$ cat src/rtl/bswd_pkg.sv
package bswd_pkg;

    typedef enum logic [1:0] {
        WD_LONG  = 2'b00,
        WD_MID   = 2'b01,
        WD_SHORT = 2'b10,
        WD_OFF   = 2'b11
    } wd_sel_e;

    typedef struct packed {
        logic sda;
        logic scl;
    } wd_bus_t;

    localparam int unsigned LONG_MS  = 1400;
    localparam int unsigned MID_MS   = 600;
    localparam int unsigned SHORT_MS = 200;

    // Ticks of the timebase for a given selection; zero when the timer is off.
    function automatic int unsigned wd_limit(input wd_sel_e s, input int unsigned tpm);
        case (s)
            WD_LONG:  return LONG_MS * tpm;
            WD_MID:   return MID_MS * tpm;
            WD_SHORT: return SHORT_MS * tpm;
            default:  return 0;
        endcase
    endfunction

endpackage

$ cat src/rtl/bswd_sync.sv
module bswd_sync #(
    parameter int W      = 2,
    parameter int STAGES = 2
) (
    input  logic         clk,
    input  logic         rst,
    input  logic [W-1:0] d,
    output logic [W-1:0] q
);
    logic [STAGES-1:0][W-1:0] stg;

    // Idle bus level is high, so the chain resets to ones.
    always_ff @(posedge clk) begin
        if (rst) begin
            stg <= '1;
        end else begin
            stg[0] <= d;
            for (int i = 1; i < STAGES; i++) begin
                stg[i] <= stg[i-1];
            end
        end
    end

    assign q = stg[STAGES-1];
endmodule

$ cat src/rtl/bswd_start_det.sv
module bswd_start_det
    import bswd_pkg::*;
(
    input  logic    clk,
    input  logic    rst,
    input  wd_bus_t bus,
    output logic    start
);
    wd_bus_t prev;

    always_ff @(posedge clk) begin
        if (rst) begin
            prev <= '1;
        end else begin
            prev <= bus;
        end
    end

    // Data falls while the clock line was and still is high.
    assign start = prev.sda & ~bus.sda & prev.scl & bus.scl;
endmodule

$ cat src/rtl/bswd_sel_reg.sv
module bswd_sel_reg
    import bswd_pkg::*;
#(
    parameter logic [1:0] SEL_INIT = 2'b00
) (
    input  logic       clk,
    input  logic       rst,
    input  logic       wr_en,
    input  logic [1:0] wr_data,
    input  logic       wp,
    input  logic       lock,
    output wd_sel_e    sel,
    output logic       chg
);
    logic accept;

    assign accept = wr_en & ~(wp & lock);

    always_ff @(posedge clk) begin
        if (rst) begin
            sel <= wd_sel_e'(SEL_INIT);
            chg <= 1'b0;
        end else begin
            chg <= accept && (wr_data != sel);
            if (accept) begin
                sel <= wd_sel_e'(wr_data);
            end
        end
    end
endmodule

$ cat src/rtl/bswd_timer.sv
module bswd_timer
    import bswd_pkg::*;
#(
    parameter int unsigned TICK_DIV     = 100000,
    parameter int unsigned TICKS_PER_MS = 1
) (
    input  logic    clk,
    input  logic    rst,
    input  logic    clear,
    input  wd_sel_e sel,
    output logic    timeout
);
    localparam int unsigned MAX_TICKS = LONG_MS * TICKS_PER_MS;
    localparam int CW = $clog2(MAX_TICKS + 1);
    localparam int PW = (TICK_DIV > 1) ? $clog2(TICK_DIV) : 1;

    logic [PW-1:0] presc;
    logic [CW-1:0] cnt;
    logic [CW-1:0] limit;
    logic          tick_end;
    logic          hold;

    assign limit    = CW'(wd_limit(sel, TICKS_PER_MS));
    assign tick_end = (presc == PW'(TICK_DIV - 1));
    assign hold     = rst | clear | (sel == WD_OFF);

    always_ff @(posedge clk) begin
        if (hold) begin
            presc   <= '0;
            cnt     <= '0;
            timeout <= 1'b0;
        end else begin
            timeout <= 1'b0;
            if (tick_end) begin
                presc <= '0;
                if (cnt == limit - CW'(1)) begin
                    cnt     <= '0;
                    timeout <= 1'b1;
                end else begin
                    cnt <= cnt + CW'(1);
                end
            end else begin
                presc <= presc + PW'(1);
            end
        end
    end
endmodule

$ cat src/rtl/bswd_top.sv
module bswd_top
    import bswd_pkg::*;
#(
    parameter int unsigned TICK_DIV     = 100000,
    parameter int unsigned TICKS_PER_MS = 1,
    parameter logic [1:0]  SEL_INIT     = 2'b00
) (
    input  logic       clk,
    input  logic       rst,
    input  logic       sda_in,
    input  logic       scl_in,
    input  logic       reset_active,
    input  logic       wp_in,
    input  logic       lock_en,
    input  logic       sel_wr_en,
    input  logic [1:0] sel_wr_data,
    output logic [1:0] period_sel,
    output logic       timeout
);
    wd_bus_t bus_s;
    wd_sel_e sel;
    logic    sel_chg;
    logic    start_evt;
    logic    restart;

    bswd_sync #(.W(2), .STAGES(2)) u_sync (
        .clk (clk),
        .rst (rst),
        .d   ({sda_in, scl_in}),
        .q   (bus_s)
    );

    bswd_start_det u_det (
        .clk   (clk),
        .rst   (rst),
        .bus   (bus_s),
        .start (start_evt)
    );

    bswd_sel_reg #(.SEL_INIT(SEL_INIT)) u_sel (
        .clk     (clk),
        .rst     (rst),
        .wr_en   (sel_wr_en),
        .wr_data (sel_wr_data),
        .wp      (wp_in),
        .lock    (lock_en),
        .sel     (sel),
        .chg     (sel_chg)
    );

    assign restart = start_evt | sel_chg | reset_active;

    bswd_timer #(.TICK_DIV(TICK_DIV), .TICKS_PER_MS(TICKS_PER_MS)) u_tmr (
        .clk     (clk),
        .rst     (rst),
        .clear   (restart),
        .sel     (sel),
        .timeout (timeout)
    );

    assign period_sel = sel;
endmodule

$ cat config.mk
export PLATFORM = sky130hd
export DESIGN_NAME = bswd_top
export DESIGN_NICKNAME = d
export VERILOG_FILES = /design/src/rtl/bswd_pkg.sv /design/src/rtl/bswd_sync.sv /design/src/rtl/bswd_start_det.sv /design/src/rtl/bswd_sel_reg.sv /design/src/rtl/bswd_timer.sv /design/src/rtl/bswd_top.sv
export SDC_FILE = /design/constraint.sdc
export NUM_CORES = 1
export LEC_CHECK = 0
export ABC_CLOCK_PERIOD_IN_PS = 2400
export BUFFER_PORTS_ARGS = -buffer_cell sky130_fd_sc_hd__buf_4
export CELL_PAD_IN_SITES_DETAIL_PLACEMENT = 0
export CELL_PAD_IN_SITES_GLOBAL_PLACEMENT = 2
export CORE_ASPECT_RATIO = 1.1
export CORE_MARGIN = 1
export CORE_UTILIZATION = 30
export CTS_BUF_LIST = sky130_fd_sc_hd__clkbuf_8 sky130_fd_sc_hd__clkbuf_16
export DETAILED_ROUTE_END_ITERATION = 7
export PLACE_DENSITY = 0.67
export SLEW_MARGIN = 15
export SYNTH_ARGS = -nofsm -noshare
export SYNTH_HDL_FRONTEND = slang
export SYNTH_HIERARCHICAL = 1
export SYNTH_SLANG_ARGS = --single-unit
$ cat constraint.sdc
create_clock -name clk -period 2.4 [get_ports clk]
set_input_delay 0.24 -clock clk [delete_from_list [all_inputs] [get_ports clk]]
set_output_delay 0.24 -clock clk [all_outputs]
set_load 0.01 [all_outputs]
==> results of run 1 <==
## cell families (layout without fill, tap and decap cells)
kind of cell	after synthesis	count (layout)	share of synthesized area (%)
adder cells (fa/ha/maj)	5	5	3.422
AND/OR/NAND/NOR	101	101	28.75
multiplexers	2	2	1.095
buffers and inverters	11	30	3.833
XOR/XNOR	20	20	9.583
flip-flops	38	38	41.62
AO/OA/AOI/OAI	26	26	11.70
## worst max-delay path: stages (launching register included)
cell and delay, ns:
dfxtp_1 0.43, ha_1 0.29, or4_4 0.45, a2111oi_4 0.41, a21o_4 0.22, o21ai_1 0.07
a22o_1 0.25
## cell type report
| type | instances | area, µm² |
|---|---|---|
| clock inverters | 2 | 8.758 |
| inverters | 6 | 22.52 |
| flip-flops and latches | 38 | 760.7 |
| multi-input cells | 154 | 997.2 |
| repair buffers | 16 | 120.1 |
| fillers | 600 | 3717 |
| clock buffers | 6 | 82.58 |
| well taps | 77 | 96.34 |
## Yosys cell counts, types with 3 or more instances
cell,n
nor3_1,8
inv_1,6
nand3_1,14
or2_1,6
dfxtp_1,38
ha_1,5
o21ai_1,3
nand2_1,19
nor2_1,25
xnor2_1,8
a21oi_1,3
and3_1,4
or3_1,4
a22o_1,3
xor2_1,12
## where the power goes
| part | switching [W] | internal [W] |
|---|---|---|
| registers | 0.00000445 | 0.000639 |
| logic | 0.0000383 | 0.0000353 |
| clock network | 0.000216 | 0.000227 |
## registers in the layout, summed over array words and instances (netlist names)
signal         flops
u_sel/sel          2
u_tmr/cnt         11
u_sync/q           2
u_sync/stg         2
u_sel/chg          1
u_tmr/timeout      1
u_det/prev         2
u_tmr/presc       17
## through the flow
stage | total power (W) | area, µm² | hold slack, ns
2_1_floorplan | 0.0007103 | 1828 | 0.3371
3_3_place_gp | 0.0007320 | 1997 | 0.3868
3_5_place_dp | 0.0007332 | 1997 | 0.3932
4_1_cts | 0.001185 | 2088 | 0.1172
5_1_grt | 0.001221 | 2088 | 0.1282
6_report | 0.001161 | 2088 | 0.1264
## metal layers
metal,global-route usage (%),wire length [µm],vias to the layer above
li1,-,-,739
met1,15.03,1743,692
met2,21.70,1773,26
met3,2.951,128,5
met4,4.720,57,0
met5,0,0,-
## worst max-delay path by stage
stage	startpoint	endpoint	depth (start not counted)
4_1_cts	u_sel/sel[1]$_SDFFE_PP0P_	u_tmr/cnt[5]$_SDFFE_PP0N_	6
5_1_grt	u_sel/sel[1]$_SDFFE_PP0P_	u_tmr/cnt[6]$_SDFFE_PP0N_	6
3_3_place_gp	u_sel/sel[1]$_SDFFE_PP0P_	u_tmr/cnt[5]$_SDFFE_PP0N_	6
3_5_place_dp	u_sel/sel[1]$_SDFFE_PP0P_	u_tmr/cnt[6]$_SDFFE_PP0N_	6
2_1_floorplan	u_sel/sel[0]$_SDFFE_PP0P_	u_tmr/cnt[8]$_SDFFE_PP0N_	7
6_report	u_sel/sel[1]$_SDFFE_PP0P_	u_tmr/cnt[5]$_SDFFE_PP0N_	6
==> flow_summary_export.csv, run 1 <==
group,metric,value,unit
route,vias_per_cell,4.890,
synthesis,ys_seq_elements,38,
global_route,grt_pass1_wl,6492,µm
timing,setup_ws,0.1721,ns
layout,syn_to_final_growth,14.24,%
floorplanning,die-width,76.43,µm
placement,dp.cells,291,
clock_tree,hold_buffers,0,
clock_tree,cts_max_level,2,
placement,pre_cts_ws,0.1780,ns
floorplanning,num_io_pins,13,
global_route,grt_pass1_vias,1423,
layout,final_net_count,236,
synthesis,synth_edf_count,0,
min_path,min_to,"u_sync/stg[1]$_SDFF_PP1_",
worst_setup_path,worstReg2RegEnd,"u_tmr/cnt[5]$_SDFFE_PP0N_",
synthesis,syn_inst,203,
floorplanning,num_rows,29,
timing,finalCriticalPeriod,2.228,ns
timing,drv_slew,0,
timing,fmax,448.9,MHz
layout,drive_gt1_share,13.96,%
global_route,grt-ovfl-total,0,
clock_tree,cts_tree,"yes",
layout,final_util,35.97,%
synthesis,yosys-top-cells-area,"dfxtp_1 42%, xor2_1 5.7%, nor2_1 5.1%",
timing,tns,0,ns
worst_setup_path,r2r_cells,6,
global_route,antenna_found_initial,0,
power,irDropWorstVdd,0.0002369,V
worst_setup_path,worstPathArrival,2.41,ns
synthesis,synth_ff_type,"dfxtp_1",
route,ant_nets,0,
placement,gp_routability_congestion,0.7511,
timing,rsz0062_at_grt,"no",
timing,setup_viol,0,
floorplanning,die_h,83.87,µm
min_path,worstHoldPathCells,2,
route,drc,0,
synthesis,yosys_warnings,6,
clock_tree,clockBufferDepth,2,
job,maxCapViolations,0,
worst_setup_path,path_max_fanout,8,
layout,fin_cells,299,
timing,max_slew_margin,65.92,%
timing,fin_crit_sh,92.83,%
floorplanning,die-area,6410,µm²
worst_setup_path,endpoint_kind,"flop",
synthesis,syn-mean-instance-area,9.005,µm²
outcome,status,"finished, final reports clean",
route,vias,1462,
worst_setup_path,startpoint_type,"flop",
synthesis,synth_cell_types,49,
synthesis,synth_top_area_share,41.62,%
timing,tightestPinTransition,0.5072,ns
placement,dpl.hpwl,2715,µm
synthesis,seq_area_frac_synth,41.62,%
floorplanning,start_util,31.49,%
clock_tree,post_cts_buffers,0,
clock_tree,cts.sinks,38,
layout,antenna_cells,0,
timing,clock_skew,0.007648,ns
timing,final_hold_viol_count,0,
global_route,grtUsageTotal,12.58,%
worst_setup_path,worstReg2RegStart,"u_sel/sel[1]$_SDFFE_PP0P_",
route,wl,3704,µm
clock_tree,clock_latency,0.29,ns
min_path,hold_path_class,"input port to flop",
global_route,grt_max_degree,21,
synthesis,async_flop_share,0,%
route,drt_iter0_drc,45,
clock_tree,ctsResizeCount,0,
layout,final_cell_mix,"38 x dfxtp_1, 25 x nor2_1, 19 x nand2_1",
placement,portBuffers,12,
power,leakage,0.7467,nW
min_path,hold_path.startpoint,"sda_in",
power,power.density_cell_area,555.8,nW/µm²
worst_setup_path,r2r_slack,0.17,ns
route,avgRoutedWirePerCell,12.39,µm
synthesis,synth_area,1828,µm²
synthesis,yosysTopAreaCell,"dfxtp_1",
worst_setup_path,required,2.58,ns
clock_tree,path_clk_slew,0.07,ns
clock_tree,tritoncts.num_buffers,5,
route,dr.pass1.iters,5,
floorplanning,fp.coreArea,5806,µm²
synthesis,synth.net_count,218,
layout,mostFrequentLayoutCell,"dfxtp_1",
worst_setup_path,crit_type,"flop to flop",
clock_tree,root_buffer,"clkbuf_8",
(Power assumes the default switching activity.)
==> run 2: changes to the inputs <==
--- a/config.mk
+++ b/config.mk
@@ -17,2 +17,3 @@
 export PLACE_DENSITY = 0.67
+export SETUP_SLACK_MARGIN = 0.4
 export SLEW_MARGIN = 15
==> constraint.sdc (replaced) <==
create_clock -name clk -period 2.4 [get_ports clk]
set_input_delay 0.6 -clock clk [delete_from_list [all_inputs] [get_ports clk]]
set_output_delay 0.6 -clock clk [all_outputs]
set_load 0.01 [all_outputs]
==> flow_summary_export.csv, run 2 (same netlist as run 1, synthesis figures left out) <==
group,metric,value,unit
outcome,status,"finished, final reports clean",
clock_tree,hold_buffers,0,
global_route,top_usage_layer,"met2",
route,vias,1475,
timing,setup_viol,0,
worst_setup_path,critPathMaxStageDelay,0.44,ns
worst_setup_path,path_max_fanout,8,
layout,largest_reg_flops,17,
power,power.density_cell_area,524.5,nW/µm²
layout,drive_gt1_share,21.68,%
layout,reg_top3,"u_tmr/presc x17, u_tmr/cnt x11",
worst_setup_path,crit_type,"flop to flop",
floorplanning,num_io_pins,13,
global_route,use_met3,2.732,%
job,maxCapViolations,0,
route,ant_nets,0,
clock_tree,cts.sinks,38,
global_route,grtUsageTotal,13.17,%
route,drc,0,
power,irDropWorstVdd,0.0002608,V
floorplanning,fp.coreArea,5806,µm²
worst_setup_path,startpoint_type,"flop",
layout,largest_register,"u_tmr/presc",
timing,max_slew_margin,65.55,%
global_route,grt_pass1_vias,1436,
clock_tree,clock_latency,0.29,ns
clock_tree,cts_max_level,2,
worst_setup_path,endpoint_kind,"flop",
worst_setup_path,cp_cell_sequence,"inv_4, ha_4, or4_4, a2111oi_4, a21o_4, o21ai_2, a22o_1",
timing,tightestPinTransition,0.5127,ns
clock_tree,cts_tree,"yes",
global_route,grt_pass1_wl,6768,µm
placement,gp_routability_congestion,0.7195,
floorplanning,die-area,6410,µm²
placement,dpl.hpwl,2731,µm
layout,antenna_cells,0,
timing,tns,0,ns
worst_setup_path,r2r_slack,0.36,ns
layout,mostFrequentLayoutCell,"dfxtp_1",
clock_tree,tritoncts.num_buffers,5,
floorplanning,die-width,76.43,µm
route,drt_iter0_drc,63,
global_route,antenna_found_initial,0,
clock_tree,path_clk_slew,0.08,ns
timing,finalCriticalPeriod,2.037,ns
worst_setup_path,crit_path_top_delay_cell,"or4_4",
route,dr.pass1.iters,4,
worst_setup_path,required,2.59,ns
floorplanning,num_rows,29,
timing,drv_slew,0,
timing,fmax,491.0,MHz
placement,portBuffers,12,
timing,clock_skew,0.007235,ns
clock_tree,root_buffer,"clkbuf_8",
timing,final_hold_viol_count,0,
min_path,hold_path_class,"flop to flop",
global_route,grt-ovfl-total,0,
floorplanning,start_util,31.49,%
clock_tree,clockBufferDepth,2,
timing,fin_crit_sh,84.86,%
timing,rsz0062_at_grt,"yes",
global_route,use_met1,16.64,%
floorplanning,die_h,83.87,µm
layout,syn_to_final_growth,20.05,%
timing,hold_slack,0.4099,ns
layout,final_net_count,240,
global_route,grt_max_degree,21,
route,vias_per_cell,4.868,
route,wl,3771,µm
power,leakage,0.7745,nW
worst_setup_path,worstPathArrival,2.22,ns
layout,final_cell_mix,"36 x dfxtp_1, 24 x nor2_1, 20 x buf_4",
global_route,use_met2,21.79,%
route,avgRoutedWirePerCell,12.45,µm
-- run 2: changes by cell type in the layout (fill, tap and decap cells not counted), sizes merged --
| cell | before | now |
|---|---|---|
| clkbuf | 6 | 5 |
| clkinv | 1 | 2 |
| buf | 16 | 20 |
-- run 2: what timing repair did --
item	CTS	global route
resized for setup	4	6
buffers inserted	3	3
pin swaps	5	4
endpoints found under the setup margin	8	15
-- run 2: power breakdown --
| part | internal (W) | switching (W) |
|---|---|---|
| clock | 0.000197 | 0.000220 |
| sequential | 0.000638 | 0.00000449 |
| combinational | 0.0000467 | 0.0000442 |
-- run 2: final timing paths --
kind | from | end | depth (start not counted)
setup / recovery | u_sel/sel[0]$_SDFFE_PP0P_ | u_tmr/cnt[5]$_SDFFE_PP0N_ | 7
hold / removal | u_sync/stg[0]$_SDFF_PP1_ | u_sync/q[0]$_SDFF_PP1_ | 1
setup reg to reg | u_sel/sel[0]$_SDFFE_PP0P_ | u_tmr/cnt[5]$_SDFFE_PP0N_ | 7
hold reg to reg | u_sync/stg[0]$_SDFF_PP1_ | u_sync/q[0]$_SDFF_PP1_ | 1
-- run 2: stage by stage --
stage / total power, W / setup WS [ns] / area [µm²] / cells / util [%]
6_report: 0.001151 / 0.3634 / 2195 / 303 / 37.80
5_1_grt: 0.001211 / 0.2730 / 2195 / 303 / 37.80
3_3_place_gp: 0.0007354 / 0.2269 / 2026 / 289 / 34.89
3_5_place_dp: 0.0007366 / 0.2005 / 2026 / 289 / 34.89
4_1_cts: 0.001170 / 0.2997 / 2143 / 300 / 36.92
2_1_floorplan: 0.0007165 / 0.3209 / 1878 / 203 / -
-- run 2: cell type report --
class | count | area (µm²)
clock buffers | 5 | 68.82
repair buffers | 20 | 150.1
fillers | 618 | 3611
well taps | 77 | 96.34
flip-flops and latches | 38 | 768.2
multi-input cells | 154 | 1072
clock inverters | 3 | 13.76
inverters | 6 | 25.02
-- run 2: critical path: cells and delay by family, from the launching register on --
| family | cells | cell delay (ns) |
|---|---|---|
| AOI/OAI and AO/OA | 4 | 0.89 |
| and+or+nand+nor | 1 | 0.44 |
| DFF | 1 | 0.36 |
| adders and majority gates | 1 | 0.21 |
| buffers and inverters | 1 | 0.04 |
-- run 2: metal layers --
metal / share of wire [%] / vias to the layer above
li1: - / 748
met1: 46 / 696
met2: 49 / 25
met3: 3.8 / 6
met4: 1.7 / 0
met5: 0 / -
==> run 3: changes to the inputs <==
- ABC_AREA: not set -> 1
- ABC_CLOCK_PERIOD_IN_PS: 2400 -> 1700
- PLACE_DENSITY: 0.67 -> 0.76
- clock period: 2.4 -> 1.7 ns (I/O delays scaled with it)
==> flow_summary_export.csv, run 3 <==
group,metric,value,unit
min_path,hold_path.startpoint,"scl_in",
job,maxCapViolations,0,
clock_tree,root_buffer,"clkbuf_8",
worst_setup_path,crit_buf_inv,2,
worst_setup_path,r2r_slack,0.23,ns
synthesis,synth_edf_count,0,
worst_setup_path,startpoint,"u_sel/sel[0]$_SDFFE_PP0P_",
layout,fin_cells,449,
global_route,grt_max_degree,14,
layout,largest_register,"u_tmr/presc",
floorplanning,num_rows,31,
timing,hold_slack,0.3020,ns
synthesis,syn_inst,321,
min_path,hold_path_class,"input port to flop",
min_path,min_to,"u_sync/stg[0]$_SDFF_PP1_",
layout,final_cell_mix,"79 x nand2_1, 40 x inv_1, 39 x nor2_1",
timing,tightestPinTransition,0.3332,ns
route,dr.pass1.iters,4,
global_route,grt-ovfl-total,0,
timing,setup_viol,0,
synthesis,synth_ff_type,"dfxtp_1",
route,wl,5356,µm
clock_tree,cts.sinks,38,
global_route,antenna_found_initial,0,
global_route,grt_pass1_vias,2028,
synthesis,ys_top_cells_by_count,"85 x nand2_1, 48 x nor2_1, 45 x inv_1",
worst_setup_path,cp_cell_sequence,"inv_4, ha_4, inv_2, nand2_1, nand2_1, nor2_1, nand2_1, nor2_4, nand3_2, nand2_4, nor2_1",
synthesis,synth_most_common_cell,"nand2_1",
layout,largest_reg_flops,17,
clock_tree,clock_latency,0.30,ns
floorplanning,die-width,82.64,µm
clock_tree,cts_max_level,2,
synthesis,synth_top_area_share,35.45,%
timing,fmax,678.7,MHz
timing,rsz0062_at_grt,"yes",
synthesis,yosys_warnings,6,
layout,mostFrequentLayoutCell,"nand2_1",
worst_setup_path,critPathMaxStageDelay,0.38,ns
worst_setup_path,cp_common_cell,"nand2_1",
synthesis,synth_area,2146,µm²
worst_setup_path,crit_type,"flop to flop",
clock_tree,cts_tree,"yes",
synthesis,yosysTopAreaCell,"dfxtp_1",
floorplanning,die_h,90.70,µm
min_path,worstHoldPathCells,3,
worst_setup_path,crit_path_top_delay_cell,"dfxtp_4",
placement,portBuffers,12,
floorplanning,die-area,7495,µm²
timing,tns,0,ns
power,power.density_cell_area,641.4,nW/µm²
synthesis,async_flop_share,0,%
outcome,status,"finished, final reports clean",
synthesis,yosys-top-cells-area,"dfxtp_1 35%, nand2_1 15%, nor2_1 8.4%",
synthesis,seq_area_frac_synth,35.45,%
floorplanning,start_util,31.79,%
worst_setup_path,worstReg2RegEnd,"u_tmr/cnt[9]$_SDFFE_PP0N_",
clock_tree,clockBufferDepth,2,
synthesis,synth_cell_types,27,
route,avgRoutedWirePerCell,11.93,µm
worst_setup_path,worstPathArrival,1.68,ns
worst_setup_path,worstReg2RegStart,"u_sel/sel[0]$_SDFFE_PP0P_",
layout,final_net_count,381,
worst_setup_path,r2r_cells,11,
synthesis,synth.net_count,336,
worst_setup_path,endpoint_kind,"flop",
power,leakage,1.208,nW
layout,syn_to_final_growth,37.67,%
placement,gp_routability_congestion,0.7534,
route,ant_nets,0,
synthesis,syn-mean-instance-area,6.685,µm²
worst_setup_path,path_max_fanout,8,
timing,drv_slew,0,
worst_setup_path,critical-path-top-delay-family,"simple AND/OR/NAND/NOR gates",
synthesis,ys_seq_elements,38,
route,vias,2055,
placement,dpl.hpwl,3822,µm
route,drt_iter0_drc,72,
timing,final_hold_viol_count,0,
layout,drive_gt1_share,33.24,%
placement,dp.cells,420,
clock_tree,tritoncts.num_buffers,5,
floorplanning,fp.coreArea,6749,µm²
worst_setup_path,required,1.90,ns
power,irDropWorstVdd,0.0004192,V
layout,reg_top3,"u_tmr/presc x17, u_tmr/cnt x11",
clock_tree,path_clk_slew,0.09,ns
clock_tree,hold_buffers,0,
timing,fin_crit_sh,86.68,%
global_route,grtUsageTotal,16.18,%
global_route,grt_pass1_wl,9301,µm
worst_setup_path,startpoint_type,"flop",
layout,antenna_cells,0,
timing,finalCriticalPeriod,1.473,ns
route,vias_per_cell,4.577,
layout,final_util,43.77,%
route,drc,0,
floorplanning,num_io_pins,13,
timing,clock_skew,0.01112,ns
timing,max_slew_margin,77.62,%
run 3: metrics by stage:
step	setup slack (ns)	power, W	area [µm²]
after floorplan	0.2990	0.001022	2211
after global placement	0.1428	0.001070	2450
after CTS	0.1943	0.001913	2843
after detailed placement	0.1398	0.001070	2450
final	0.2265	0.001895	2954
after global routing	0.07923	0.001992	2954
run 3: tightest hold or removal path, cell delays in order:
cell and delay [ns]:
buf_4 0.07, inv_1 0.03, nand2_2 0.04
run 3: power breakdown:
part | total, W | internal, W | switching [W]
registers | 0.000915 | 0.000902 | 0.0000122
clock network | 0.000793 | 0.000437 | 0.000356
logic | 0.000188 | 0.0000950 | 0.0000927
total | 0.00189 | 0.00143 | 0.000461
run 3: cell families (layout without fill, tap and decap cells):
logic type	count (synthesis)	in the layout	synth area share (%)
adder cells (fa/ha/maj)	5	5	2.915
buffers and inverters	54	100	10.20
AO/OA/AOI/OAI	10	10	3.032
XOR/XNOR	8	8	3.265
flip-flops	38	38	35.45
AND/OR/NAND/NOR	206	206	45.13
run 3: worst max path at each step:
stage                                      end  slack [ns]  depth (start not counted)
finish               u_tmr/cnt[9]$_SDFFE_PP0N_        0.23                         11
global route         u_tmr/presc[2]$_SDFF_PP0_        0.08                         10
CTS                  u_tmr/cnt[8]$_SDFFE_PP0N_        0.19                         11
detailed placement   u_tmr/presc[2]$_SDFF_PP0_        0.14                          7
global placement     u_tmr/cnt[9]$_SDFFE_PP0N_        0.14                          8
floorplan           u_tmr/cnt[10]$_SDFFE_PP0N_        0.30                         11
run 3: layer usage:
layer | track usage, % | vias up | routed length, µm | part of all wire (%)
li1 | - | 1092 | - | -
met1 | 21.99 | 939 | 2701 | 50
met2 | 25.14 | 19 | 2454 | 46
met3 | 2.727 | 5 | 125 | 2.3
met4 | 6.034 | 0 | 74 | 1.4
met5 | 0 | - | 0 | 0
run 3: cell type report:
| class | instances | area, µm² |
|---|---|---|
| well taps | 82 | 102.6 |
| clock buffers | 5 | 68.82 |
| flip-flops and latches | 38 | 779.5 |
| inverters | 51 | 200.2 |
| multi-input cells | 229 | 1370 |
| clock inverters | 3 | 45.04 |
| repair buffers | 41 | 387.9 |
| fillers | 715 | 3795 |
run 3: timing repair:
| action | 4_1_cts | 5_1_grt |
|---|---|---|
| gates resized for setup | 33 | 22 |
| pin swaps | 17 | 8 |
| endpoints found under the setup margin | 29 | 30 |
| gates cloned | 1 | 0 |
| buffers inserted | 15 | 5 |
| hold endpoints to repair | 0 | 0 |
